===== src/rtl/seq_pkg.sv =====
package seq_pkg;

    typedef enum logic [2:0] {
        ST_BOOT,
        ST_IDLE,
        ST_PRE,
        ST_SHUT,
        ST_FWD
    } seq_state_e;

    localparam logic [2:0] MODE_FREE    = 3'b000;
    localparam logic [2:0] MODE_TRIG    = 3'b001;
    localparam logic [2:0] MODE_TRIG_NR = 3'b010;
    localparam logic [2:0] MODE_PULSE   = 3'b011;

endpackage


===== src/rtl/trig_conditioner.sv =====
module trig_conditioner #(
    parameter int FILT_CYC = 125
) (
    input  logic clk,
    input  logic rst_n,
    input  logic line_a,
    input  logic line_b,
    input  logic src_b,
    input  logic invert,
    output logic lvl,
    output logic evt
);
    localparam int CW = (FILT_CYC > 1) ? $clog2(FILT_CYC) : 1;
    localparam logic [CW-1:0] CNT_LAST = CW'(FILT_CYC - 1);

    typedef struct packed {
        logic          s1;
        logic          s2;
        logic [CW-1:0] cnt;
        logic          lvl;
        logic          evt;
    } cond_t;

    cond_t q, d;
    logic  raw;

    assign raw = (src_b ? line_b : line_a) ^ invert;

    always_comb begin
        d     = q;
        d.s1  = raw;
        d.s2  = q.s1;
        d.evt = 1'b0;
        if (q.s2 != q.lvl) begin
            if (q.cnt == CNT_LAST) begin
                d.cnt = '0;
                d.lvl = q.s2;
                d.evt = q.s2;
            end else begin
                d.cnt = q.cnt + 1'b1;
            end
        end else begin
            d.cnt = '0;
        end
    end

    always_ff @(posedge clk) begin
        if (!rst_n) q <= '0;
        else        q <= d;
    end

    assign lvl = q.lvl;
    assign evt = q.evt;
endmodule


===== src/rtl/step_timer.sv =====
module step_timer #(
    parameter int TICK_CYC = 1250,
    parameter int TIME_W   = 16
) (
    input  logic              clk,
    input  logic              rst_n,
    input  logic              load,
    input  logic [TIME_W-1:0] load_val,
    output logic              expire
);
    localparam int PW = (TICK_CYC > 1) ? $clog2(TICK_CYC) : 1;
    localparam logic [PW-1:0] PRE_LAST = PW'(TICK_CYC - 1);

    typedef struct packed {
        logic [PW-1:0]     presc;
        logic [TIME_W-1:0] rem;
        logic              run;
    } tmr_t;

    tmr_t q, d;
    logic tick;

    assign tick   = q.run && (q.presc == PRE_LAST);
    assign expire = tick && (q.rem == TIME_W'(1));

    always_comb begin
        d = q;
        if (load) begin
            d.presc = '0;
            d.rem   = load_val;
            d.run   = (load_val != '0);
        end else if (q.run) begin
            if (tick) begin
                d.presc = '0;
                d.rem   = q.rem - 1'b1;
                if (q.rem == TIME_W'(1)) d.run = 1'b0;
            end else begin
                d.presc = q.presc + 1'b1;
            end
        end
    end

    always_ff @(posedge clk) begin
        if (!rst_n) q <= '0;
        else        q <= d;
    end
endmodule


===== src/rtl/seq_fsm.sv =====
module seq_fsm
    import seq_pkg::*;
#(
    parameter int TIME_W = 16
) (
    input  logic              clk,
    input  logic              rst_n,
    input  logic [2:0]        mode,
    input  logic [TIME_W-1:0] shut_time,
    input  logic              trig_evt,
    input  logic              trig_lvl,
    input  logic              rd_done,
    input  logic              tmr_expire,
    output logic              tmr_load,
    output logic              rd_start,
    output logic              rd_abort,
    output logic              frame_valid,
    output logic              shut_act
);
    typedef struct packed {
        seq_state_e state;
        logic       by_pulse;
        logic       start;
        logic       abort;
    } fsm_t;

    fsm_t q, d;
    logic timed;
    logic trig_mode;

    assign timed     = (shut_time != '0);
    assign trig_mode = (mode == MODE_TRIG) || (mode == MODE_TRIG_NR) || (mode == MODE_PULSE);

    always_comb begin
        d        = q;
        d.start  = 1'b0;
        d.abort  = 1'b0;
        tmr_load = 1'b0;
        unique case (q.state)
            ST_BOOT: begin
                d.state = ST_IDLE;
                d.start = 1'b1;
            end
            ST_IDLE: begin
                if (trig_evt && trig_mode) begin
                    d.abort = 1'b1;
                    if (mode == MODE_TRIG) begin
                        d.state = ST_PRE;
                        d.start = 1'b1;
                    end else if (mode == MODE_PULSE) begin
                        d.state    = ST_SHUT;
                        d.by_pulse = 1'b1;
                    end else if (timed) begin
                        d.state    = ST_SHUT;
                        d.by_pulse = 1'b0;
                        tmr_load   = 1'b1;
                    end else begin
                        d.state = ST_FWD;
                        d.start = 1'b1;
                    end
                end else if (rd_done) begin
                    if (mode == MODE_FREE && timed) begin
                        d.state    = ST_SHUT;
                        d.by_pulse = 1'b0;
                        tmr_load   = 1'b1;
                    end else begin
                        d.state = (mode == MODE_FREE) ? ST_FWD : ST_IDLE;
                        d.start = 1'b1;
                    end
                end
            end
            ST_PRE: begin
                if (rd_done) begin
                    if (timed) begin
                        d.state    = ST_SHUT;
                        d.by_pulse = 1'b0;
                        tmr_load   = 1'b1;
                    end else begin
                        d.state = ST_FWD;
                        d.start = 1'b1;
                    end
                end
            end
            ST_SHUT: begin
                if (q.by_pulse ? !trig_lvl : tmr_expire) begin
                    d.state = ST_FWD;
                    d.start = 1'b1;
                end
            end
            ST_FWD: begin
                if (rd_done) begin
                    if (mode == MODE_FREE && timed) begin
                        d.state    = ST_SHUT;
                        d.by_pulse = 1'b0;
                        tmr_load   = 1'b1;
                    end else begin
                        d.state = (mode == MODE_FREE) ? ST_FWD : ST_IDLE;
                        d.start = 1'b1;
                    end
                end
            end
            default: d.state = ST_IDLE;
        endcase
    end

    always_ff @(posedge clk) begin
        if (!rst_n) begin
            q.state    <= ST_BOOT;
            q.by_pulse <= 1'b0;
            q.start    <= 1'b0;
            q.abort    <= 1'b0;
        end else begin
            q <= d;
        end
    end

    assign rd_start    = q.start;
    assign rd_abort    = q.abort;
    assign frame_valid = (q.state == ST_FWD);
    assign shut_act    = (q.state == ST_SHUT);
endmodule


===== src/rtl/exposure_sequencer.sv =====
module exposure_sequencer #(
    parameter int CLK_PER_US   = 125,
    parameter int STEP_US      = 10,
    parameter int MIN_PULSE_US = 1,
    parameter int TIME_W       = 16
) (
    input  logic              clk,
    input  logic              rst_n,
    input  logic              trig_cl,
    input  logic              trig_ttl,
    input  logic [2:0]        mode_sel,
    input  logic              trig_src,
    input  logic              trig_fall,
    input  logic              shut_pol,
    input  logic [TIME_W-1:0] shutter_time,
    input  logic              rd_done,
    output logic              rd_start,
    output logic              rd_abort,
    output logic              frame_valid,
    output logic              shutter_out
);
    localparam int TICK_CYC = CLK_PER_US * STEP_US;
    localparam int FILT_CYC = CLK_PER_US * MIN_PULSE_US;

    logic trig_lvl, trig_evt, tmr_load, tmr_expire, shut_act;

    trig_conditioner #(.FILT_CYC(FILT_CYC)) i_cond (
        .clk    (clk),
        .rst_n  (rst_n),
        .line_a (trig_cl),
        .line_b (trig_ttl),
        .src_b  (trig_src),
        .invert (trig_fall),
        .lvl    (trig_lvl),
        .evt    (trig_evt)
    );

    step_timer #(.TICK_CYC(TICK_CYC), .TIME_W(TIME_W)) i_tmr (
        .clk      (clk),
        .rst_n    (rst_n),
        .load     (tmr_load),
        .load_val (shutter_time),
        .expire   (tmr_expire)
    );

    seq_fsm #(.TIME_W(TIME_W)) i_fsm (
        .clk         (clk),
        .rst_n       (rst_n),
        .mode        (mode_sel),
        .shut_time   (shutter_time),
        .trig_evt    (trig_evt),
        .trig_lvl    (trig_lvl),
        .rd_done     (rd_done),
        .tmr_expire  (tmr_expire),
        .tmr_load    (tmr_load),
        .rd_start    (rd_start),
        .rd_abort    (rd_abort),
        .frame_valid (frame_valid),
        .shut_act    (shut_act)
    );

    assign shutter_out = shut_act ^ shut_pol;
endmodule


===== config.mk =====
export PLATFORM = sky130hd
export DESIGN_NAME = exposure_sequencer
export DESIGN_NICKNAME = d
export VERILOG_FILES = /design/src/rtl/seq_pkg.sv /design/src/rtl/trig_conditioner.sv /design/src/rtl/step_timer.sv /design/src/rtl/seq_fsm.sv /design/src/rtl/exposure_sequencer.sv
export SDC_FILE = /design/constraint.sdc
export NUM_CORES = 1
export LEC_CHECK = 0
export ABC_AREA = 1
export BUFFER_PORTS_ARGS = -buffer_cell sky130_fd_sc_hd__buf_2
export CAP_MARGIN = 20
export CORE_MARGIN = 2
export CORE_UTILIZATION = 50
export DETAILED_ROUTE_END_ITERATION = 10
export PLACE_DENSITY = 0.69
export SYNTH_ARGS = -nofsm -noshare
export SYNTH_HDL_FRONTEND = slang
export SYNTH_SLANG_ARGS = --single-unit

===== constraint.sdc =====
create_clock -name clk -period 1.75 [get_ports clk]
set_input_delay 0.0875 -clock clk [delete_from_list [all_inputs] [get_ports clk]]
set_output_delay 0.0875 -clock clk [all_outputs]
set_load 0.005 [all_outputs]

==> flow_summary.ini <==
[synth]
avgSynthCellArea_um2 = 6.275
ys.warnings.count = 0
synth_edf_count = 0
synth.area.top_cells = dfxtp_1 30%, nand2_1 12%, nand3_1 9.5%
synth.top_cell.area_share = 0.3048
synth-seq-cells = 45
ys_types = 33
muxShareOfSynthArea = 0.003387
yosys.area.top_type = dfxtp_1
synth-seq-area-share = 0.3048
synthXorXnorAreaFrac = 0.02075
syn_nets = 504
synth_top_family_by_area = simple AND/OR/NAND/NOR gates
synth.top_cells.by_count = 96 x nand2_1, 67 x nor2_1, 59 x inv_1
syn-cell-area_um2 = 2955
synth_flop_cell = dfxtp_1
yosysMostFrequentCell = nand2_1
yosys.area_share.simple = 0.4471
syn_inst = 471
synth_adder_area_share = 0.02540
synth_compound_area_frac = 0.08594
async_flop_share = 0

[critical_path]
worstReg2RegEnd = i_tmr.q[7]$_SDFFE_PN0P_
crit_path_max_fanout = 5
r2r_slack_ns = 0.12
worstPathArrival_ns = 1.83
worst_r2r_path_depth = 9
start_kind = flip-flop
critPathCapture = i_tmr.q[7]$_SDFFE_PN0P_
required_ns = 1.95
reg2reg_from = i_tmr.q[1]$_SDFFE_PN0P_
critPathKind = reg2reg
critical_path.endpoint_type = flip-flop
crit_path_start = i_tmr.q[1]$_SDFFE_PN0P_

[timing]
fmax_ghz = 0.6132
finalSetupTns_ns = 0
finalWorstSetupSlack_ns = 0.1192
finalClockSkew_ns = 0.01261
rsz0062_at_grt = no
setup_viol = 0
tightest_slew_ns = 0.3272
fin_crit_ns = 1.631
max-slew-margin-rel = 0.7798
hold_viol = 0
finalMaxSlewViolations = 0
period_share = 0.9319

[clock_tree]
cts_root_buffer = clkbuf_8
clock-sinks = 45
clk_latency_ns = 0.31
path_clk_slew_ns = 0.10
cts_buffer_depth = 2
cts_tree = done
numCtsBuffers = 5
ctsHoldBuffers = 0
htree_levels = 2

[routing]
first_iter_violations = 214
vias_per_cell = 5.320
met1Wirelength_um = 3155
wl_met3_um = 324
drc = 0
wl_met2_um = 3385
wire_per_inst_um = 11.82
wirelength_um = 6936
drtPass1Iterations = 5
ant_nets = 0
top_layer = met4
dr_total_vias = 3123

[placed_design]
dp_hpwl_um = 5189
portBuffers = 30
place_congestion = 0.9055
pre_cts_ws_ns = 0.06295

[global_routing]
grt_max_degree = 31
grt_first_pass_wirelength_um = 11610
grt-ovfl-total = 0
antenna_found_initial = 0
first_global_vias = 2797
grtUsageTotal = 0.2209

[pwr]
power_leakage_nw = 1.508
ir_drop_mv = 0.5732
powerDensity_nw_per_um2 = 976.8

[run_status]
status = finished, final reports clean

[min_path]
hold_path.class = in2reg

[die]
die_area_um2 = 6542
start_util = 0.5082
rows = 28
die_h_um = 80.88
fp.dieW_um = 80.88
core_um2 = 5816
ioPinCount = 31

[finish]
nets = 544
diodes = 0
area_growth_pct = 14.01
drive_gt1_frac = 0.1621

[flow_run]
max_cap_viol_count = 0
==> per-layer routing <==
layer,global-route usage,vias up
met5,0,-
met4,0.05763,0
met3,0.03667,7
met2,0.4099,74
met1,0.2620,1423
li1,-,1619
==> stage by stage <==
| stage | power (W) | hold slack, ns | cells | utilization | area, µm² |
|---|---|---|---|---|---|
| global route | 0.003533 | 0.04666 | 587 | 0.5794 | 3369 |
| CTS | 0.003280 | 0.03761 | 586 | 0.5738 | 3337 |
| floorplan | 0.002265 | 0.2224 | 471 | - | 2955 |
| finish | 0.003291 | 0.05071 | 587 | 0.5794 | 3369 |
| global placement | 0.002549 | 0.3303 | 578 | 0.5577 | 3243 |
| detailed placement | 0.002579 | 0.3732 | 578 | 0.5577 | 3243 |
==> worst max-delay path, stage by stage (launching register included) <==
cell,delay [ns]
dfxtp_1,0.39
inv_1,0.08
ha_1,0.24
nand3_1,0.15
inv_1,0.11
or2_2,0.28
nand3_1,0.07
nand3_1,0.08
nand2_1,0.08
a21oi_1,0.05
==> worst min path at each step <==
stage,startpoint,to,slack [ns],depth (start not counted)
finish,trig_fall,i_cond.d[9]$_SDFF_PN0_,0.05,3
global route,trig_fall,i_cond.d[9]$_SDFF_PN0_,0.05,3
CTS,trig_fall,i_cond.d[9]$_SDFF_PN0_,0.04,3
detailed placement,trig_fall,i_cond.d[9]$_SDFF_PN0_,0.37,3
global placement,trig_fall,i_cond.d[9]$_SDFF_PN0_,0.33,3
floorplan,shutter_time[0],i_tmr.q[1]$_SDFFE_PN0P_,0.22,2
==> flip-flops by register name, indices dropped and copies added, names as in the netlist <==
signal / cells
i_cond.lvl: 1
i_fsm.rd_abort: 1
i_cond.evt: 1
i_cond.q: 8
i_fsm.q: 4
i_fsm.rd_start: 1
i_tmr.q: 28
i_cond.d: 1
==> cell usage in the layout (no fill, tap or decap), types with 2 or more instances in the layout <==
cell | synthesis | routed
nand2_1 | 96 | 96
nor2_1 | 67 | 65
inv_1 | 59 | 59
nand3_1 | 56 | 56
dfxtp_1 | 45 | 45
a21oi_1 | 30 | 30
buf_2 | 5 | 30
nand4_1 | 26 | 26
nor3_1 | 16 | 15
buf_4 | 1 | 15
inv_2 | 8 | 8
xor2_1 | 6 | 6
o21ai_0 | 6 | 6
ha_1 | 6 | 6
or2_2 | 5 | 5
nor2_2 | 4 | 5
clkbuf_8 | 0 | 5
a21o_1 | 4 | 4
nor3_2 | 2 | 3
o211ai_1 | 3 | 3
nor2_4 | 2 | 3
nand3b_1 | 3 | 3
nand2_2 | 3 | 2
nand2_4 | 1 | 2
nor3b_1 | 3 | 2
==> where the power goes <==
group | leakage [nW] | total (W) | internal (W) | switching, W
logic | 1.10 | 0.00135 | 0.000536 | 0.000813
clock network | 0.0447 | 0.000695 | 0.000289 | 0.000405
registers | 0.365 | 0.00125 | 0.00113 | 0.000120
==> layout make-up <==
cell class,instances,area (µm²)
flip-flops and latches,45,900.9
clock buffers,5,68.82
clock inverters,3,25.02
multi-input cells,346,1747
inverters,67,251.5
well taps,75,93.84
fillers,623,2446
repair buffers,46,282.8
==> timing repair <==
action / in CTS / in global routing
resized for setup: 0 / 6
buffers inserted: 0 / 1
setup endpoints to repair: 0 / 29
==> kinds of logic (layout without fill, tap and decap cells) <==
family,Yosys count,count (layout)
xor+xnor,7,7
simple gates,286,286
mux,1,1
fa+ha+maj,6,6
compound gates,46,46
flops,45,45
buf+inv,80,121
Note: power is estimated with default switching activity, not from simulation.
